<file path="src/rtl/oc_pkg.sv">
package oc_pkg;
  typedef enum logic [2:0] {
    OCM_FROZEN   = 3'd0,
    OCM_SET      = 3'd1,
    OCM_CLEAR    = 3'd2,
    OCM_TOGGLE   = 3'd3,
    OCM_FORCE_LO = 3'd4,
    OCM_FORCE_HI = 3'd5,
    OCM_PWM_A    = 3'd6,
    OCM_PWM_B    = 3'd7
  } oc_mode_e;
endpackage

</file>
<file path="src/rtl/oc_cmp_store.sv">
module oc_cmp_store #(
  parameter int unsigned CNT_W = 16
) (
  input  logic             clk_i,
  input  logic             rst_ni,
  input  logic             wr_i,
  input  logic [CNT_W-1:0] wdata_i,
  input  logic             preload_en_i,
  input  logic             update_i,
  output logic [CNT_W-1:0] active_o
);
  logic [CNT_W-1:0] pre_q, act_q;

  always_ff @(posedge clk_i or negedge rst_ni) begin
    if (!rst_ni) begin
      pre_q <= '0;
      act_q <= '0;
    end else begin
      if (wr_i) pre_q <= wdata_i;
      // direct write wins; otherwise update moves the old preload contents
      if (wr_i && !preload_en_i) act_q <= wdata_i;
      else if (update_i)         act_q <= pre_q;
    end
  end

  assign active_o = act_q;

  assert_direct_write_R10: assert property (@(posedge clk_i) disable iff (!rst_ni)
    (wr_i && !preload_en_i) |=> (active_o == $past(wdata_i)));
  assert_preload_hold_R9: assert property (@(posedge clk_i) disable iff (!rst_ni)
    (preload_en_i && !update_i) |=> $stable(active_o));
endmodule

</file>
<file path="src/rtl/oc_ref_gen.sv">
module oc_ref_gen
  import oc_pkg::*;
#(
  parameter int unsigned CNT_W = 16
) (
  input  logic             clk_i,
  input  logic             rst_ni,
  input  logic [CNT_W-1:0] cnt_i,
  input  logic             tick_i,
  input  logic [CNT_W-1:0] reload_i,
  input  logic [CNT_W-1:0] cmp_i,
  input  oc_mode_e         mode_i,
  input  logic             flag_clr_i,
  output logic             ref_o,
  output logic             flag_o
);
  logic ref_q, ref_d, flag_q;
  logic hit, top_hit, below;

  assign hit     = tick_i && (cnt_i == cmp_i);
  assign top_hit = tick_i && (cmp_i > reload_i) && (cnt_i == reload_i);
  assign below   = cnt_i < cmp_i;

  always_comb begin
    ref_d = ref_q;
    unique case (mode_i)
      OCM_FROZEN:   ref_d = ref_q;
      OCM_SET:      if (hit) ref_d = 1'b1;
      OCM_CLEAR:    if (hit) ref_d = 1'b0;
      OCM_TOGGLE:   if (hit) ref_d = !ref_q;
      OCM_FORCE_LO: ref_d = 1'b0;
      OCM_FORCE_HI: ref_d = 1'b1;
      OCM_PWM_A:    ref_d = below;
      OCM_PWM_B:    ref_d = !below;
      default:      ref_d = ref_q;
    endcase
  end

  always_ff @(posedge clk_i or negedge rst_ni) begin
    if (!rst_ni) begin
      ref_q  <= 1'b0;
      flag_q <= 1'b0;
    end else begin
      ref_q <= ref_d;
      if (hit || top_hit) flag_q <= 1'b1;
      else if (flag_clr_i) flag_q <= 1'b0;
    end
  end

  assign ref_o  = ref_q;
  assign flag_o = flag_q;

  assert_frozen_hold_R4: assert property (@(posedge clk_i) disable iff (!rst_ni)
    (mode_i == OCM_FROZEN) |=> $stable(ref_o));
  assert_force_high_R5: assert property (@(posedge clk_i) disable iff (!rst_ni)
    (mode_i == OCM_FORCE_HI) |=> ref_o);
  assert_force_low_R5: assert property (@(posedge clk_i) disable iff (!rst_ni)
    (mode_i == OCM_FORCE_LO) |=> !ref_o);
  assert_pwm_zero_R7: assert property (@(posedge clk_i) disable iff (!rst_ni)
    (mode_i == OCM_PWM_A && cmp_i == '0) |=> !ref_o);
  assert_pwm_full_R7: assert property (@(posedge clk_i) disable iff (!rst_ni)
    (mode_i == OCM_PWM_A && cmp_i > reload_i && cnt_i <= reload_i) |=> ref_o);
  assert_flag_sticky_R11: assert property (@(posedge clk_i) disable iff (!rst_ni)
    (flag_o && !flag_clr_i) |=> flag_o);
  assert_flag_match_R11: assert property (@(posedge clk_i) disable iff (!rst_ni)
    (tick_i && cnt_i == cmp_i) |=> flag_o);
endmodule

</file>
<file path="src/rtl/oc_pin_drv.sv">
module oc_pin_drv (
  input  logic ref_i,
  input  logic polarity_i,
  input  logic en_i,
  output logic pin_o,
  output logic oe_o
);
  assign oe_o  = en_i;
  assign pin_o = en_i & (ref_i ^ polarity_i);
endmodule

</file>
<file path="src/rtl/oc_channel.sv">
module oc_channel
  import oc_pkg::*;
#(
  parameter int unsigned CNT_W = 16
) (
  input  logic             clk_i,
  input  logic             rst_ni,
  input  logic [CNT_W-1:0] cnt_i,
  input  logic             tick_i,
  input  logic [CNT_W-1:0] reload_i,
  input  logic             update_i,
  input  logic             cmp_wr_i,
  input  logic [CNT_W-1:0] cmp_wdata_i,
  input  logic             preload_en_i,
  input  logic [2:0]       mode_i,
  input  logic             polarity_i,
  input  logic             out_en_i,
  input  logic             flag_clr_i,
  output logic             ref_o,
  output logic             pin_o,
  output logic             pin_oe_o,
  output logic             flag_o
);
  logic [CNT_W-1:0] cmp_act;
  oc_mode_e         mode;

  assign mode = oc_mode_e'(mode_i);

  oc_cmp_store #(.CNT_W(CNT_W)) i_store (
    .clk_i, .rst_ni,
    .wr_i(cmp_wr_i), .wdata_i(cmp_wdata_i),
    .preload_en_i, .update_i,
    .active_o(cmp_act)
  );

  oc_ref_gen #(.CNT_W(CNT_W)) i_ref (
    .clk_i, .rst_ni,
    .cnt_i, .tick_i, .reload_i,
    .cmp_i(cmp_act), .mode_i(mode), .flag_clr_i,
    .ref_o, .flag_o
  );

  oc_pin_drv i_pin (
    .ref_i(ref_o), .polarity_i, .en_i(out_en_i),
    .pin_o, .oe_o(pin_oe_o)
  );

  assert_update_no_effect_R4: assert property (@(posedge clk_i) disable iff (!rst_ni)
    (update_i && mode_i == 3'd0) |=> $stable(ref_o));
  assert_pin_off_R12: assert property (@(posedge clk_i) disable iff (!rst_ni)
    !out_en_i |-> (!pin_o && !pin_oe_o));
endmodule

</file>
<file path="config.mk">
export PLATFORM = sky130hd
export DESIGN_NAME = oc_channel
export DESIGN_NICKNAME = d
export VERILOG_FILES = /design/src/rtl/oc_pkg.sv /design/src/rtl/oc_cmp_store.sv /design/src/rtl/oc_ref_gen.sv /design/src/rtl/oc_pin_drv.sv /design/src/rtl/oc_channel.sv
export SDC_FILE = /design/constraint.sdc
export NUM_CORES = 1
export LEC_CHECK = 0
export ABC_AREA = 1
export CAP_MARGIN = 20
export CORE_UTILIZATION = 40
export CTS_CLUSTER_SIZE = 8
export DETAILED_ROUTE_END_ITERATION = 16
export DONT_BUFFER_PORTS = 1
export GPL_TIMING_DRIVEN = 0
export PLACE_DENSITY_LB_ADDON = 0.05
export SLEW_MARGIN = 20
export SYNTH_ARGS = -nofsm -noshare
export SYNTH_HDL_FRONTEND = slang
export SYNTH_SLANG_ARGS = --single-unit
</file>
<file path="constraint.sdc">
create_clock -name clk_i -period 1.9 [get_ports clk_i]
set_input_delay 0.38 -clock clk_i [delete_from_list [all_inputs] [get_ports clk_i]]
set_output_delay 0.38 -clock clk_i [all_outputs]
set_load 0.03 [all_outputs]
</file>
==> metrics.yaml, run 1 <==
post_drt_wl_per_cell_um: 14.0
area_growth_pct: 7.80
first_pass_iters: 4
clk_pin_slew_worst_paths_ns: 0.07
drv_cap: 0
post_synth_inst_count: 342
ys_ff_latch: 34
crit_arrival_ns: 1.38
synth_edf_count: 0
synth_async_sr_flop_share: 1.00
hpwl_mm: 5.00
post-cts-setup-buffers: 0
rsz0062_at_grt: "no"
post_drt_via_cell_ratio: 4.98
root_buffer: "clkbuf_8"
regArea_sq_um: 851
dieHeight_um: 82.1
yosys.cell_types.count: 29
postRouteAntennaNets: 0
antenna_found_initial: 0
drive_above_1_share: 0.0655
antenna_cells: 0
hold_viol_final: 0
slew_headroom: 0.633
overflow: 0
ir_drop_mv: 0.328
place_congestion: 0.879
drc: 0
rows: 28
critPathKind: "reg2out"
p_leak_nw: 1.45
syn_area_sq_um: 2560
first_global_vias: 2112
place_ws_ns: 0.224
ys.flop_type: "dfrtp_1"
io_pins: 64
min_period_over_period: 0.925
fill_cells: 634
clock_latency_ns: 0.28
design.die.area_sq_um: 6740
port_buffers: 0
die-width_um: 82.1
fmax_mhz: 569
grt_pass1_wl_mm: 9.87
track_usage: 0.199
report.power.total_mw: 1.86
coreArea_sq_um: 6060
tightestPinTransition_ns: 0.549
cp-end-kind: "output port"
slew_viol_final: 0
nets: 443
num_vias: 2120
yosys_warnings: 0
cts_htree_levels: 2
whs_ns: 0.217
synth_nets: 434
required_ns: 1.52
wl_mm: 5.97
yosysSeqAreaShare: 0.332
finalWorstSetupSlack_ns: 0.142
clock_skew_ns: 0.0113
grt_start_max_net_pins: 35
tns_ns: 0
crit_fanout: 4
hold_class: "in2reg"
power_density_nw_per_um2: 672
start_kind: "flop"
cts_made_buffers: 5
drt-initial-drc-count: 72
syn_avg_cell_area_sq_um: 7.50
start_util: 0.423
min_period_ns: 1.76
cts_tree: "yes"
status: "finished clean"
setup_viol: 0
cts_num_sinks: 34
multi_input_area_sq_um: 1470
clk_path_buf_depth: 2
[kinds of logic after synthesis]
logic type,after synthesis,share of synthesized area
AOI/OAI and AO/OA,47,0.130
and+or+nand+nor,164,0.264
adders and majority gates,32,0.156
DFF,34,0.332
xor gates and xnor gates,6,0.0205
buffers and inverters,59,0.0971
[synth_stat cells (2+ instances only)]
cell type,number,area [sq um]
nand3_1,11,55.1
o221ai_1,6,52.6
inv_1,47,176
o221ai_2,5,75.1
or2_2,4,25.0
nand4_1,6,37.5
a21oi_1,19,95.1
buf_6,2,22.5
ha_1,32,400
dfrtp_1,34,851
buf_2,2,10.0
nor3_1,11,55.1
xor2_1,6,52.6
buf_4,2,15.0
a21o_1,2,15.0
o22ai_1,5,31.3
nor2_1,16,60.1
o21ai_0,4,20.0
nand2_1,114,428
clkbuf_1,5,18.8
[routing by layer]
layer	vias up	GRT usage	part of all wire
met5	-	0	0
met4	0	0.0596	0.013
met3	4	0.0544	0.071
met2	57	0.316	0.44
met1	927	0.264	0.48
li1	1132	-	-
[what timing repair did]
item	CTS	global route
gates resized for setup	0	0
hold buffers	2	0
endpoints found under the hold margin	34	0
[final timing paths]
check,from,to,slack [ns],depth (start not counted)
worst max-delay path,i_ref.ref_o$_DFFE_PN0P_,pin_o,0.14,2
worst min-delay path,cmp_wdata_i[11],i_store.pre_q[11]$_DFFE_PN0P_,0.22,2
worst max register to register,i_store.active_o[11]$_DFFE_PN0P_,i_ref.ref_o$_DFFE_PN0P_,0.24,11
worst min register to register,i_store.pre_q[11]$_DFFE_PN0P_,i_store.pre_q[11]$_DFFE_PN0P_,0.47,2
max in group asynchronous,rst_ni,i_store.active_o[5]$_DFFE_PN0P_,1.14,2
min in group asynchronous,rst_ni,i_store.pre_q[8]$_DFFE_PN0P_,0.58,2
[flip-flops by register name (all words and copies together) (netlist names)]
| name | count |
|---|---|
| i_store.active_o | 16 |
| i_store.pre_q | 16 |
| i_ref.flag_o | 1 |
| i_ref.ref_o | 1 |
[placed cells by master, fill, tap and decap left out, types with 7 or more instances in the layout]
cell type,instances
clkbuf_1,7
ha_1,32
nor3_1,11
dfrtp_1,34
nor2_1,16
inv_1,47
a21oi_1,19
nand3_1,11
nand2_1,114
[through the flow]
step	std cells	util	area [sq um]
6_report	426	0.456	2770
5_1_grt	426	0.456	2770
4_1_cts	426	0.456	2770
3_5_place_dp	417	0.439	2660
3_3_place_gp	417	0.439	2660
2_1_floorplan	342	-	2560
[worst max-delay path: stages (launching register included)]
cell and delay (ns):
dfrtp_1 0.55, nor2_1 0.09, nor2_1 0.45
[report_power, final]
group	total (mW)	internal [mW]	switching [mW]
Combinational	0.513	0.210	0.304
Sequential	0.850	0.799	0.0510
Clock	0.495	0.252	0.243
[cell type report]
cell class                      instances  share of cell area
Clock buffer                            7              0.0276
Timing Repair Buffer                    2              0.0109
Multi-Input combinational cell        249               0.530
Inverter                               48              0.0661
Buffer                                 11              0.0240
Tap cell                               75              0.0339
Sequential cell                        34               0.308
(Power assumes the default switching activity.)
==> run 2, diff against run 1 <==
--- a/config.mk
+++ b/config.mk
@@ -10,3 +10,3 @@
 export CORE_UTILIZATION = 40
-export CTS_CLUSTER_SIZE = 8
+export CTS_CLUSTER_SIZE = 20
 export DETAILED_ROUTE_END_ITERATION = 16
@@ -14,3 +14,3 @@
 export GPL_TIMING_DRIVEN = 0
-export PLACE_DENSITY_LB_ADDON = 0.05
+export PLACE_DENSITY = 0.58
 export SLEW_MARGIN = 20
==> constraint.sdc (replaced) <==
create_clock -name clk_i -period 1.9 [get_ports clk_i]
set_input_delay 0.19 -clock clk_i [delete_from_list [all_inputs] [get_ports clk_i]]
set_output_delay 0.19 -clock clk_i [all_outputs]
set_load 0.03 [all_outputs]
==> run 2 against run 1 <==
Fmax rose by 2.6%. Sequential power barely moved. Largest cell class unchanged. Register-to-register slack got worse by 0.05 ns. Worst setup slack improved by 0.045 ns.
==> metrics.yaml, run 2 (same netlist as run 1, synthesis figures left out) <==
holdCritStartpoint: "cmp_wdata_i[9]"  # was cmp_wdata_i[11]
drt-initial-drc-count: 43  # was 72
first_pass_iters: 4  # unchanged
hold_class: "in2reg"  # unchanged
rsz0062_at_grt: "no"  # unchanged
drc: 0  # unchanged
mostFrequentLayoutCell: "nand2_1"  # unchanged
design.die.area_sq_um: 6740  # unchanged
post_drt_wl_per_cell_um: 13.5  # was 14.0 um
post_cts_resized: 0  # unchanged
hpwl_mm: 4.91  # was 5.00 mm
cp_slowest_cell: "dfrtp_1"  # unchanged
clock_skew_ns: 0.00377  # was 0.0113 ns
finalWorstSetupSlack_ns: 0.187  # was 0.142 ns
start_kind: "flop"  # unchanged
reg2reg_depth: 9  # was 11
antenna_cells: 0  # unchanged
clock_latency_ns: 0.28  # about the same
slowest_delay_ns: 0.35  # was 0.55 ns
place_congestion: 0.803  # was 0.879
power_density_nw_per_um2: 689  # was 672 nW/um^2
drv_cap: 0  # unchanged
slew_viol_final: 0  # unchanged
tightestPinTransition_ns: 0.537  # was 0.549 ns
place_ws_ns: 0.201  # was 0.224 ns
p_leak_nw: 1.46  # was 1.45 nW
crit_family: "simple AND/OR/NAND/NOR gates"  # was flip-flops
post_drt_via_cell_ratio: 4.93  # was 4.98
slew_headroom: 0.641  # was 0.633
die-width_um: 82.1  # unchanged
worstReg2RegStart: "i_store.active_o[15]$_DFFE_PN0P_"  # was i_store.active_o[11]$_DFFE_PN0P_
root_buffer: "clkbuf_8"  # unchanged
crit_chain: "inv_1 > ha_1 > nand4_1 > nor2_1 > nand3_1 > a21oi_1 > nand3_1 > nand2_1 > inv_1"  # was nor2_1 > nor2_1
whs_endpoint: "i_store.pre_q[9]$_DFFE_PN0P_"  # was i_store.pre_q[11]$_DFFE_PN0P_
cts_tree: "yes"  # unchanged
coreArea_sq_um: 6060  # unchanged
final_cell_area_sq_um: 2780  # was 2770 sq um
clk_path_buf_depth: 2  # unchanged
min_period_ns: 1.71  # was 1.76 ns
num_vias: 2104  # was 2120
drive_above_1_share: 0.0739  # was 0.0655
hold_depth: 2  # unchanged
worstSetupStartpoint: "i_store.active_o[15]$_DFFE_PN0P_"  # was i_ref.ref_o$_DFFE_PN0P_
layout_common_cells: "114 x nand2_1, 47 x inv_1, 34 x dfrtp_1, 32 x ha_1, 19 x a21oi_1"  # unchanged
port_buffers: 0  # unchanged
clk_pin_slew_worst_paths_ns: 0.07  # about the same
cp-end-kind: "flop"  # was output port
worstReg2RegEnd: "i_ref.ref_o$_DFFE_PN0P_"  # unchanged
wl_mm: 5.78  # was 5.97 mm
utilization: 0.459  # was 0.456
setup_viol: 0  # unchanged
required_ns: 2.08  # was 1.52 ns
critPathKind: "reg2reg"  # was reg2out
crit_fanout: 3  # was 4
reg2reg_slack_ns: 0.19  # was 0.24 ns
cts_htree_levels: 2  # unchanged
grt_pass1_wl_mm: 9.23  # was 9.87 mm
area_growth_pct: 8.54  # was 7.80%
track_usage: 0.188  # was 0.199
crit_arrival_ns: 1.90  # was 1.38 ns
ir_drop_mv: 0.290  # was 0.328 mV
postPlaceCellArea_sq_um: 2660  # unchanged
tns_ns: 0  # unchanged
first_global_vias: 2023  # was 2112
io_pins: 64  # unchanged
start_util: 0.423  # unchanged
report.power.total_mw: 1.92  # was 1.86 mW
grt_start_max_net_pins: 35  # unchanged
antenna_found_initial: 0  # unchanged
min_period_over_period: 0.902  # was 0.925
dieHeight_um: 82.1  # unchanged
hold_viol_final: 0  # unchanged
postRouteAntennaNets: 0  # unchanged
status: "finished clean"  # unchanged
cts_made_buffers: 5  # unchanged
cts_num_sinks: 34  # unchanged
nets: 443  # unchanged
path_buf_inv: 2  # was 0
rows: 28  # unchanged
post-cts-setup-buffers: 0  # unchanged
overflow: 0  # unchanged
fmax_mhz: 584  # was 569 MHz
## run 2: cell types whose count changed in the layout (fill, tap and decap cells not counted)
cell	delta
clkbuf_1	-2
clkbuf_8	+1
clkinvlp_4	+1
clkinv_2	+1
## run 2: routing by layer
metal,GRT usage,vias to the layer above,part of all wire
met4,0.0860,0,0.027
met1,0.237,905,0.47
met2,0.298,50,0.45
met3,0.0478,10,0.058
met5,0,-,0
li1,-,1139,-
## run 2: power by group
group / internal, mW / switching [mW]
Clock: 0.291 / 0.269
Combinational: 0.210 / 0.298
Sequential: 0.799 / 0.0496
## run 2: worst max path at each step
| stage | endpoint | slack (ns) | cells after the start |
|---|---|---|---|
| after floorplan | i_ref.ref_o$_DFFE_PN0P_ | 0.46 | 11 |
| after global placement | i_ref.ref_o$_DFFE_PN0P_ | 0.18 | 9 |
| after detailed placement | i_ref.ref_o$_DFFE_PN0P_ | 0.20 | 9 |
| after CTS | i_ref.ref_o$_DFFE_PN0P_ | 0.17 | 9 |
| after global routing | i_ref.ref_o$_DFFE_PN0P_ | 0.08 | 9 |
| final | i_ref.ref_o$_DFFE_PN0P_ | 0.19 | 9 |
## run 2: metrics by stage
step                hold WS [ns]  instances
floorplan                 -0.106        342
global placement          -0.105        417
detailed placement        -0.105        417
CTS                      0.00604        427
global route             0.00418        427
finish                    0.0164        427
## run 2: area by class of cell
| class | count | area (sq um) |
|---|---|---|
| fillers | 657 | 3280 |
| multi-input cells | 249 | 1470 |
| flip-flops and latches | 34 | 851 |
| inverters | 48 | 183 |
| well taps | 75 | 93.8 |
| clock buffers | 6 | 82.6 |
| plain buffers | 11 | 66.3 |
| repair buffers | 2 | 30.0 |
| clock inverters | 2 | 12.5 |
## run 2: what timing repair did
item | 4_1_cts | 5_1_grt
hold endpoints to repair | 34 | 0
hold buffers | 2 | 0
endpoints found under the setup margin | 0 | 0
